==> config.mk <==
export PLATFORM = sky130hd
export DESIGN_NAME = ep_hs_ctrl
export DESIGN_NICKNAME = d
export VERILOG_FILES = /design/src/rtl/ep_hs_pkg.sv /design/src/rtl/ep_hs_policy.sv /design/src/rtl/ep_hs_tracker.sv /design/src/rtl/ep_mode_reg.sv /design/src/rtl/ep_hs_ctrl.sv
export SDC_FILE = /design/constraint.sdc
export NUM_CORES = 1
export LEC_CHECK = 0
export CORE_ASPECT_RATIO = 0.9
export CORE_MARGIN = 2
export CORE_UTILIZATION = 34
export CTS_BUF_LIST = sky130_fd_sc_hd__clkbuf_4 sky130_fd_sc_hd__clkbuf_8
export CTS_CLUSTER_SIZE = 25
export DETAILED_ROUTE_END_ITERATION = 8
export GPL_TIMING_DRIVEN = 0
export PLACE_DENSITY = 0.87
export SLEW_MARGIN = 10
export SYNTH_ARGS = -nofsm -noshare
export SYNTH_HDL_FRONTEND = slang
export SYNTH_SLANG_ARGS = --single-unit
==> constraint.sdc <==
create_clock -name clk -period 1 [get_ports clk]
set_clock_uncertainty 0.1 [all_clocks]
set_input_delay 0.15 -clock clk [delete_from_list [all_inputs] [get_ports clk]]
set_output_delay 0.15 -clock clk [all_outputs]
set_load 0.01 [all_outputs]
==> src/rtl/ep_hs_pkg.sv <==
package ep_hs_pkg;
  localparam int REG_W   = 8;
  localparam int MODE_W  = 4;
  localparam int STALL_B = 7;
  localparam int FLAG_B  = 4;
  localparam int RSV_LO  = 5;
  localparam int RSV_W   = STALL_B - RSV_LO;

  localparam logic [MODE_W-1:0] MODE_OFF     = 4'b0000;
  localparam logic [MODE_W-1:0] MODE_NAK_ALL = 4'b0001;
  localparam logic [MODE_W-1:0] MODE_ACK_OUT = 4'b1011;
  localparam logic [MODE_W-1:0] MODE_ACK_IN  = 4'b1101;

  typedef enum logic [1:0] {
    HS_NONE  = 2'b00,
    HS_ACK   = 2'b01,
    HS_NAK   = 2'b10,
    HS_STALL = 2'b11
  } hs_e;

  typedef enum logic [1:0] {
    TOK_NONE  = 2'b00,
    TOK_OUT   = 2'b01,
    TOK_IN    = 2'b10,
    TOK_SETUP = 2'b11
  } tok_e;

  typedef struct packed {
    hs_e  hs;
    logic rearm;
    logic accept;
  } verdict_t;
endpackage

==> src/rtl/ep_hs_policy.sv <==
module ep_hs_policy
  import ep_hs_pkg::*;
(
  input  logic [MODE_W-1:0] mode,
  input  logic              stall,
  input  tok_e              tok,
  input  logic              good,
  output verdict_t          verdict
);
  logic accepts_out;
  logic accepts_in;
  logic off;

  assign off         = (mode == MODE_OFF);
  assign accepts_out = (mode == MODE_ACK_OUT);
  assign accepts_in  = (mode == MODE_ACK_IN);

  always_comb begin
    verdict = '{hs: HS_NONE, rearm: 1'b0, accept: 1'b0};
    unique case (tok)
      TOK_OUT: begin
        if (off || !good) begin
          verdict.hs = HS_NONE;
        end else if (accepts_out) begin
          if (stall) begin
            verdict.hs = HS_STALL;
          end else begin
            verdict.hs     = HS_ACK;
            verdict.accept = 1'b1;
            verdict.rearm  = 1'b1;
          end
        end else begin
          verdict.hs = HS_NAK;
        end
      end
      TOK_IN: begin
        if (off) begin
          verdict.hs = HS_NONE;
        end else if (accepts_in) begin
          if (stall) begin
            verdict.hs = HS_STALL;
          end else begin
            verdict.hs     = HS_ACK;
            verdict.accept = 1'b1;
            verdict.rearm  = 1'b1;
          end
        end else begin
          verdict.hs = HS_NAK;
        end
      end
      default: verdict.hs = HS_NONE;
    endcase
  end
endmodule

==> src/rtl/ep_hs_tracker.sv <==
module ep_hs_tracker
  import ep_hs_pkg::*;
(
  input  logic     clk,
  input  logic     rst,
  input  logic     tok_valid,
  input  verdict_t verdict,
  input  logic     xact_done,
  input  logic     xact_ok,
  output logic     hs_valid,
  output hs_e      hs_code,
  output logic     hw_set_flag,
  output logic     hw_rearm
);
  logic pend;
  logic pend_rearm;

  always_ff @(posedge clk) begin
    if (rst) begin
      hs_valid <= 1'b0;
      hs_code  <= HS_NONE;
    end else begin
      hs_valid <= tok_valid;
      if (tok_valid) hs_code <= verdict.hs;
      else           hs_code <= HS_NONE;
    end
  end

  always_ff @(posedge clk) begin
    if (rst) begin
      pend       <= 1'b0;
      pend_rearm <= 1'b0;
    end else if (tok_valid) begin
      pend       <= verdict.accept;
      pend_rearm <= verdict.rearm;
    end else if (xact_done) begin
      pend       <= 1'b0;
      pend_rearm <= 1'b0;
    end
  end

  assign hw_set_flag = xact_done && xact_ok && pend && !tok_valid;
  assign hw_rearm    = hw_set_flag && pend_rearm;

  assert_one_pulse_R4: assert property (@(posedge clk) disable iff (rst)
    tok_valid |=> hs_valid);
  assert_no_spurious_R4: assert property (@(posedge clk) disable iff (rst)
    !tok_valid |=> !hs_valid);
  assert_done_clears_R6: assert property (@(posedge clk) disable iff (rst)
    (xact_done && !tok_valid) |=> !hw_set_flag);
endmodule

==> src/rtl/ep_mode_reg.sv <==
module ep_mode_reg
  import ep_hs_pkg::*;
(
  input  logic              clk,
  input  logic              rst,
  input  logic              cpu_wr_en,
  input  logic [REG_W-1:0]  cpu_wr_data,
  input  logic              hw_set_flag,
  input  logic              hw_rearm,
  output logic [MODE_W-1:0] mode,
  output logic              stall,
  output logic              acked,
  output logic [REG_W-1:0]  rd_data
);
  always_ff @(posedge clk) begin
    if (rst) begin
      mode  <= MODE_OFF;
      stall <= 1'b0;
    end else if (cpu_wr_en) begin
      mode  <= cpu_wr_data[MODE_W-1:0];
      stall <= cpu_wr_data[STALL_B];
    end else if (hw_rearm) begin
      mode  <= MODE_NAK_ALL;
    end
  end

  always_ff @(posedge clk) begin
    if (rst)                                   acked <= 1'b0;
    else if (hw_set_flag)                      acked <= 1'b1;
    else if (cpu_wr_en && !cpu_wr_data[FLAG_B]) acked <= 1'b0;
  end

  always_comb begin
    rd_data = '0;
    rd_data[STALL_B]          = stall;
    rd_data[FLAG_B]           = acked;
    rd_data[MODE_W-1:0]       = mode;
    rd_data[RSV_LO +: RSV_W]  = '0;
  end

  assert_rearm_R6: assert property (@(posedge clk) disable iff (rst)
    (hw_rearm && !cpu_wr_en) |=> mode == MODE_NAK_ALL);
  assert_flag_wins_R12: assert property (@(posedge clk) disable iff (rst)
    hw_set_flag |=> acked);
  assert_cpu_mode_wins_R12: assert property (@(posedge clk) disable iff (rst)
    cpu_wr_en |=> mode == $past(cpu_wr_data[MODE_W-1:0]));
endmodule

==> src/rtl/ep_hs_ctrl.sv <==
module ep_hs_ctrl
  import ep_hs_pkg::*;
(
  input  logic             clk,
  input  logic             rst,
  input  logic             cpu_wr_en,
  input  logic [REG_W-1:0] cpu_wr_data,
  output logic [REG_W-1:0] cpu_rd_data,
  input  logic             tok_valid,
  input  logic [1:0]       tok_kind,
  input  logic             pkt_good,
  input  logic             xact_done,
  input  logic             xact_ok,
  output logic             hs_valid,
  output logic [1:0]       hs_code,
  output logic             ep_acked
);
  logic [MODE_W-1:0] mode;
  logic              stall;
  logic              acked;
  logic              hw_set_flag;
  logic              hw_rearm;
  verdict_t          verdict;
  hs_e               hs_q;
  tok_e              tok;

  assign tok = tok_e'(tok_kind);

  ep_hs_policy u_policy (
    .mode    (mode),
    .stall   (stall),
    .tok     (tok),
    .good    (pkt_good),
    .verdict (verdict)
  );

  ep_hs_tracker u_tracker (
    .clk         (clk),
    .rst         (rst),
    .tok_valid   (tok_valid),
    .verdict     (verdict),
    .xact_done   (xact_done),
    .xact_ok     (xact_ok),
    .hs_valid    (hs_valid),
    .hs_code     (hs_q),
    .hw_set_flag (hw_set_flag),
    .hw_rearm    (hw_rearm)
  );

  ep_mode_reg u_reg (
    .clk         (clk),
    .rst         (rst),
    .cpu_wr_en   (cpu_wr_en),
    .cpu_wr_data (cpu_wr_data),
    .hw_set_flag (hw_set_flag),
    .hw_rearm    (hw_rearm),
    .mode        (mode),
    .stall       (stall),
    .acked       (acked),
    .rd_data     (cpu_rd_data)
  );

  assign hs_code  = hs_q;
  assign ep_acked = acked;

  assert_disabled_silent_R3: assert property (@(posedge clk) disable iff (rst)
    (tok_valid && mode == MODE_OFF) |=> hs_code == HS_NONE);
  assert_bad_out_silent_R9: assert property (@(posedge clk) disable iff (rst)
    (tok_valid && tok == TOK_OUT && !pkt_good) |=> hs_code == HS_NONE);
  assert_setup_silent_R10: assert property (@(posedge clk) disable iff (rst)
    (tok_valid && tok == TOK_SETUP) |=> hs_code == HS_NONE);
  assert_stall_needs_bit_R7: assert property (@(posedge clk) disable iff (rst)
    (tok_valid && !stall) |=> hs_code != HS_STALL);
endmodule

==> results of run 1 <==
critical path, delay by kind of cell, from the launching register on:
| kind | cells | cell delay [ns] |
|---|---|---|
| and+or+nand+nor | 1 | 0.13 |
| DFF | 1 | 0.36 |
| AOI/OAI and AO/OA | 2 | 0.40 |
power by group through the flow:
| stage | Clock [mW] | Sequential [mW] | Combinational, mW |
|---|---|---|---|
| after floorplan | 0 | 0.439 | 0.0768 |
| after global placement | 0 | 0.435 | 0.173 |
| after detailed placement | 0 | 0.435 | 0.178 |
| after CTS | 0.327 | 0.426 | 0.177 |
| after global routing | 0.355 | 0.429 | 0.208 |
| final | 0.323 | 0.427 | 0.188 |
per-layer routing:
layer | global-route usage | part of all wire
met3 | 0.0315 | 0.063
met5 | 0 | 0
met2 | 0.257 | 0.50
met4 | 0.0909 | 0.019
met1 | 0.201 | 0.41
timing repair:
| action | in CTS | in global routing |
|---|---|---|
| resized for setup | 59 | 6 |
| setup endpoints to repair | 17 | 14 |
| pin swaps | 3 | 3 |
| gates cloned | 0 | 0 |
| hold buffers | 0 | 0 |
| setup buffers | 1 | 0 |
cells by family (layout without fill, tap and decap cells):
logic type	Yosys count	after routing	share of synthesized area
mux	1	1	0.0201
flops	10	10	0.401
buf+inv	9	37	0.100
other cells	1	2	0.00751
compound gates	11	11	0.203
simple gates	20	20	0.218
fa+ha+maj	2	2	0.0501
final cells by class:
type                    instances  area, sq um  share of cell area
flip-flops and latches         10          219               0.258
clock buffers                   4         30.0              0.0353
plain buffers                   5         42.5              0.0501
well taps                      15         18.8              0.0221
inverters                       4         15.0              0.0177
repair buffers                 24          215               0.253
multi-input cells              36          309               0.364
worst max-delay path by stage:
stage	endpoint	cells past startpoint
5_1_grt	u_tracker.hs_code[1]	3
6_report	u_tracker.hs_code[1]	3
3_3_place_gp	u_tracker.pend_rearm	5
3_5_place_dp	u_tracker.hs_code[1]	5
4_1_cts	u_tracker.hs_code[1]	3
2_1_floorplan	u_tracker.hs_code[1]	3
sequential cells by signal, indices dropped and copies added (netlist names):
| name | cells |
|---|---|
| u_reg.mode | 4 |
| u_tracker.pend_rearm | 1 |
| u_reg.acked | 1 |
| u_reg.stall | 1 |
| u_tracker.hs_code | 2 |
| u_tracker.hs_valid | 1 |
layout by cell type, fill, tap and decap left out, types with 2 or more instances in the layout:
cell type and count:
conb_1 2, buf_6 8, nand2b_4 2, a21oi_1 4, nand3_1 3, nand2_1 3, dfxtp_4 4, buf_2 6
dlygate4sd2_1 6, clkdlybuf4s50_1 7, dfxtp_2 3, nor2_1 3, dfxtp_1 3, inv_1 4, nand2_2 2, buf_4 2
clkbuf_4 4
per-stage QoR:
step           hold WS [ns]  worst slack [ns]   util
2_1_floorplan         0.109           -0.0461      -
3_3_place_gp          0.346            -0.555  0.554
3_5_place_dp          0.366            -0.562  0.554
4_1_cts              0.0751           -0.0970  0.575
5_1_grt              0.0684            -0.122  0.600
6_report             0.0513           -0.0922  0.600
==> results.md, run 1 <==
Run status:
- The flow ran to the end, but the final reports show violations.
- The checks that failed: setup timing.

Routing:
- The detail route stage leaves a number of antenna-violating nets equal to 0.
- After detailed routing, the number of vias per cell comes to about 4.8.
- The count of TritonRoute iterations in the first routing pass is 4.
- The average wire per standard cell is 11.6 um.
- The DRC marker count from the first detailed-route iteration is 4.
- The number of vias in the routed layout is between 400 and 500.
- Summed over all layers, the routed wires come to 1140 um.
- The number of design rule violations left after detail routing is 0.

Logic synthesis:
- Yosys attributes the largest share of cell area to dfxtp_1 (40%), buf_4 (6.0%), a21oi_1 (5.0%).
- The fraction of registers with async set/reset is 0.
- The netlist area before placement is 499 sq um.
- The average instance in the mapped netlist occupies 9.24 sq um.
- For this run, the leading register cell type out of synthesis is dfxtp_1.
- In this run, synthesis inferred 0 flip-flops with an integrated enable.
- During synthesis, Yosys emitted a total of 0 warnings.
- Counting distinct cell types in the post-synthesis netlist gives 25.
- The most frequent cell after synthesis is dfxtp_1.
- The share of the Yosys chip area taken by registers is 0.401.
- Counting every instance in the synthesized netlist gives 54.
- The synthesized design contains 10 register bits.
- The share of synthesized area in the top cell type comes to 0.401.
- The cell type with the highest aggregate area in the netlist is dfxtp_1.
- By count the netlist is led by dfxtp_1 (10), a21oi_1 (5), nand2_1 (5).

Critical path:
- The nature of the critical path startpoint is a register.
- The largest fanout on the critical path is 5.
- The worst register-to-register path begins at u_reg.mode[2].
- STA puts the critical path data arrival time at about 1.2 ns.
- At the worst endpoint, the required time is approximately 1.1 ns.
- Among all stages on the critical path, the largest delay is contributed by dfxtp_4.
- Walking the worst path, the cells encountered are nor2b_4 > o2bb2ai_2 > a2111oi_2.
- The worst register-to-register path ends at u_tracker.hs_code[1].
- The setup check on the worst reg-to-reg path leaves a slack of -0.09 ns.
- The number of cells traversed by the worst register-to-register path is 3.
- The worst setup path is captured at a register.
- The critical path's largest stage delay is between 0.3 and 0.4 ns.
- The critical path in this run is classified as register to register.
- The critical path starts at u_reg.mode[2].

Floorplanning:
- The area inside the core boundary is 1420 sq um.
- After floorplanning, the core was divided into 13 placement rows.
- The overall die height is 40.4 um.
- The initial utilization of the core area, before any placement, comes to 0.353.
- The chip width is 44.4 um.
- For this design the top-level I/O count stands at 29.
- The overall die area is 1790 sq um.

Clocking:
- Clock tree synthesis found a total of 10 sinks.
- TritonCTS created 3 clock buffers.
- TritonCTS built the clock tree.
- The clock tree root buffer cell is clkbuf_4.
- At the later pin of the worst-skew pair, clock insertion delay measures 0.27 ns.
- The number of H-tree levels is 1.
- The deepest clock path buffer count is 2.
- The clock edge transition at the registers on the reported setup and hold paths is 0.07 ns.

Job:
- Max-cap violations in this run came to 0.

Layout:
- After the flow finishes, the layout carries non-filler instances totaling 98.
- The design area is around 850 sq um.
- Compared with the post-synthesis result, the final layout area differs by 70.2%.
- Fill cells in the final layout number 128.
- Of the cells placed in the final design, the portion with a size suffix greater than 1 is 0.506.
- The total number of nets in the final design is roughly 100.
- The number of diodes added for antenna fixing is 0.

Timing:
- Setup slack on the critical path of the routed design comes to -0.0922 ns.
- The hold violation total from the final report was 0.
- The post-route fraction of the period consumed by the critical path is 1.09.
- The final-layout setup total negative slack is -0.428 ns.
- Setup repair after global routing could not meet its margin everywhere.
- Timing would allow up to about 0.9 GHz.
- The worst path in the final design needs a cycle of around 1.1 ns, including I/O delays and setup.
- The total count of max-transition violations in the final report is 0.
- The final setup violation count is 7.

Min path:
- Counting instances, the worst hold path has a depth of 2.
- The worst hold path terminates at u_reg.mode[0].
- In this run the worst hold path is classified as input port to register.
- The launch instance of the worst min-delay path is cpu_wr_en.

Pwr:
- Across the VDD grid, the largest voltage drop is between 0.0007 and 0.0008 V.
- Of the total power, combinational logic draws 0.200.
- Of the total power, the share spent switching nets is 0.251.
- The analysis attributes to net switching a power of 0.236 mW.
- In this run the static leakage power is 0.370 nW.
- The part of the total power dissipated in the clock network is 0.345.
- The overall power consumption is 0.937 mW.
- Dividing total power by cell area gives a power density of 1100 nW/um^2.
- The internal power of the cells is between 0.7 and 0.8 mW.
- The share of power burned in registers is 0.455.

GRT:
- Summed over all layers, the global routing overflow is 0.
- The maximum number of pins on one net before global-route repair is 9.
- In the global route stage, overall resource usage came out at 0.159.
- The number of global-route vias before repair is 446.
- The number of antenna violations at the first check in global routing is 0.
- The first global-routing pass estimated approximately 1900 um of wire.

Placement:
- After detailed placement, the total cell area comes to 785 sq um.
- The HPWL after detailed placement is ~900 um.
- At the end of routability-driven placement, the weighted congestion stood at 0.761.
- The placed cell count is 93.
- In this run the tool buffered the top-level ports with 23 buffer cells.
Note: power is estimated with default switching activity, not from simulation.
==> run 2: changes to the inputs <==
--- a/config.mk
+++ b/config.mk
@@ -13,6 +13,7 @@
 export DETAILED_ROUTE_END_ITERATION = 8
 export GPL_TIMING_DRIVEN = 0
 export PLACE_DENSITY = 0.87
+export SKIP_LAST_GASP = 1
 export SLEW_MARGIN = 10
 export SYNTH_ARGS = -nofsm -noshare
 export SYNTH_HDL_FRONTEND = slang
==> results.md, run 2 (synthesis gave the netlist of run 1 again) <==
Clocking:
- The clock edge transition at the registers on the reported setup and hold paths is 0.07 ns (about the same).
- The number of CTS-inserted buffers was 3 (unchanged).
- The number of hold buffers added after cts is 0 (unchanged).
- The latest clock arrival within the worst-skew pair is 0.27 ns (about the same).
- The deepest clock path buffer count is 2 (unchanged).
- TritonCTS built the clock tree.
- The clock net sink count is 10 (unchanged).
- The clock tree root buffer cell is clkbuf_4.
- The number of H-tree levels is 1 (unchanged).

Routing:
- The total wirelength of the detailed-routed design was 1220 um (+7.0%).
- The number of vias in the routed layout is 471 (+0.21%).
- The average wire per standard cell is 12.4 um (+7.0%).
- The mean number of vias per cell was 4.81 (+0.21%).
- The DRC marker count from the first detailed-route iteration is 1 (-3).
- The number of design rule violations left after detail routing is 0 (unchanged).
- The remaining number of nets flagged by the antenna check after routing came to 0 (unchanged).
- The count of TritonRoute iterations in the first routing pass is 2 (-2).

Critical path:
- The signal arrival time at the worst endpoint is 1.16 ns (about the same).
- In this run the critical register-to-register path is captured at u_tracker.hs_code[1].
- STA classifies the critical path startpoint as a register.
- The worst path required time is 1.07 ns (about the same).
- The register-to-register setup slack is -0.09 ns (about the same).
- In this design, the largest share of critical-path delay is due to compound AO/OA/AOI/OAI gates.
- The number of cells traversed by the worst register-to-register path came to 3 (unchanged).
- The slowest cell on the critical path is dfxtp_4.
- The startpoint identified for the worst register-to-register timing path is u_reg.mode[2].
- The count of buffer and inverter cells on the critical path is 0 (unchanged).
- The class of the most critical setup path is register to register.
- The critical path endpoint category is a register.
- The critical path goes through nor2b_4 > o2bb2ai_2 > a2111oi_2.
- The largest fanout on the critical path is 5 (unchanged).
- The critical path's largest stage delay is 0.36 ns (about the same).

Layout:
- The layout cell share with drive strength beyond 1 is 0.518 (+0.0120).
- In the final layout, the registers with the most flip-flops are u_reg.mode: 4 flops, u_tracker.hs_code: 2 flops.
- Leaving out fill and tap cells, the most frequent cells in the layout are buf_2 (7), buf_6 (7), clkdlybuf4s50_1 (7).
- The register containing the most flip-flops in the final layout is u_reg.mode.
- The number of diodes added for antenna fixing is 0 (unchanged).
- The area growth from synthesis to layout is 70.9%.
- The total number of nets in the final design is 103 (unchanged).
- The post-layout instance count excluding filler cells is 98 (unchanged).
- The flip-flop count of the largest register, all copies and words added is 4 (unchanged).

Min path:
- The class of the tightest hold or removal check is input port to register.
- The instance count along the most critical hold path is 2 (unchanged).
- The launch instance of the worst min-delay path is cpu_wr_en.
- The sink of the worst hold path is u_reg.mode[0].

Pwr:
- The static leakage is 0.379 nW (+2.4%).
- The maximum resistive drop on vdd came to 0.000731 V (+1.8%).
- The power density over the cells was 1100 nW/um^2 (+0.17%).

Floorplanning:
- The overall die area came to 1790 sq um (unchanged).
- The number of I/O pins is 29 (unchanged).
- The number of standard-cell rows in the floorplan is 13 (unchanged).
- The area inside the core boundary was 1420 sq um (unchanged).
- The chip width is 44.4 um (unchanged).
- The overall die height came to 40.4 um (unchanged).
- The starting density of the core came to 0.353 (unchanged).

Timing:
- The final setup violation count is 9 (+2).
- The least setup slack across all paths after layout is -0.0942 ns (-0.00198 ns).
- The clock period minus final worst setup slack is 1.09 ns (+0.00198 ns).
- The peak clock frequency supported by timing was 0.914 GHz (-0.18%).
- The post-route fraction of the period consumed by the critical path is 1.09 (+0.00198).
- The hold violation total from the final report came to 0 (unchanged).
- The total count of max-transition violations in the final report was 0 (unchanged).
- Setup repair after global routing could not meet its margin everywhere.

Placement:
- The placed cell count is 93 (unchanged).
- The last weighted congestion value of the routability-driven placer came to 0.761 (unchanged).
- The HPWL after detailed placement is 898 um (unchanged).
- The quantity of I/O buffers inserted on ports is 23 (unchanged).
- The worst slack at placement is -0.562 ns (unchanged).

GRT:
- The total overflow reported by the global router is 0 (unchanged).
- The maximum number of pins on one net before global-route repair came to 9 (unchanged).
- The number of global-route vias before repair is 443 (-0.67%).
- The first-pass GRT wire length came to 1930 um (-0.67%).
- The number of antenna violations at the first check in global routing was 0 (unchanged).
- The total routing usage reported by global routing is 0.158 (-0.000972).

Job:
- The number of maximum-capacitance violations came to 0 (unchanged).

Run status:
- The run finished, with violations left.
- The checks that failed: setup timing.
-- run 2: layout make-up --
cell class                      instances  area [sq um]
Inverter                                4          15.0
Buffer                                  5          42.5
Clock buffer                            4          30.0
Multi-Input combinational cell         36           319
Sequential cell                        10           219
Fill cell                             127           562
Tap cell                               15          18.8
Timing Repair Buffer                   24           209
-- run 2: what timing repair did --
action,in CTS,in global routing
buffers inserted,1,0
pin swaps,3,4
setup endpoints to repair,17,13
resized for setup,57,9
-- run 2: power by group --
group          internal, mW  switching [mW]
combinational         0.111          0.0785
clock                 0.182           0.142
sequential            0.410          0.0196
-- run 2: worst max-delay path by stage --
stage	startpoint	end	slack (ns)	cells after the start
2_1_floorplan	u_reg.mode[2]	u_tracker.hs_code[1]	-0.05	3
3_3_place_gp	tok_kind[0]	u_tracker.pend_rearm	-0.55	5
4_1_cts	u_reg.mode[2]	u_tracker.hs_code[1]	-0.1	3
3_5_place_dp	tok_kind[0]	u_tracker.hs_code[1]	-0.56	5
6_report	u_reg.mode[2]	u_tracker.hs_code[1]	-0.09	3
5_1_grt	u_reg.mode[3]	u_tracker.pend_rearm	-0.13	3
-- run 2: per-layer routing --
layer / GRT usage / part of all wire
met5: 0 / 0
met4: 0.0909 / 0.017
met3: 0.0315 / 0.064
met2: 0.257 / 0.50
met1: 0.198 / 0.42
-- run 2: metrics by stage --
stage          hold WS (ns)  utilization  instance area (sq um)  TNS [ns]  power [mW]
2_1_floorplan         0.109            -                    536   -0.0701       0.516
3_3_place_gp          0.346        0.554                    785     -4.49       0.608
3_5_place_dp          0.366        0.554                    785     -4.63       0.613
4_1_cts              0.0751        0.569                    806    -0.525       0.928
5_1_grt              0.0684        0.603                    853    -0.858       0.995
6_report             0.0524        0.603                    853    -0.440       0.943
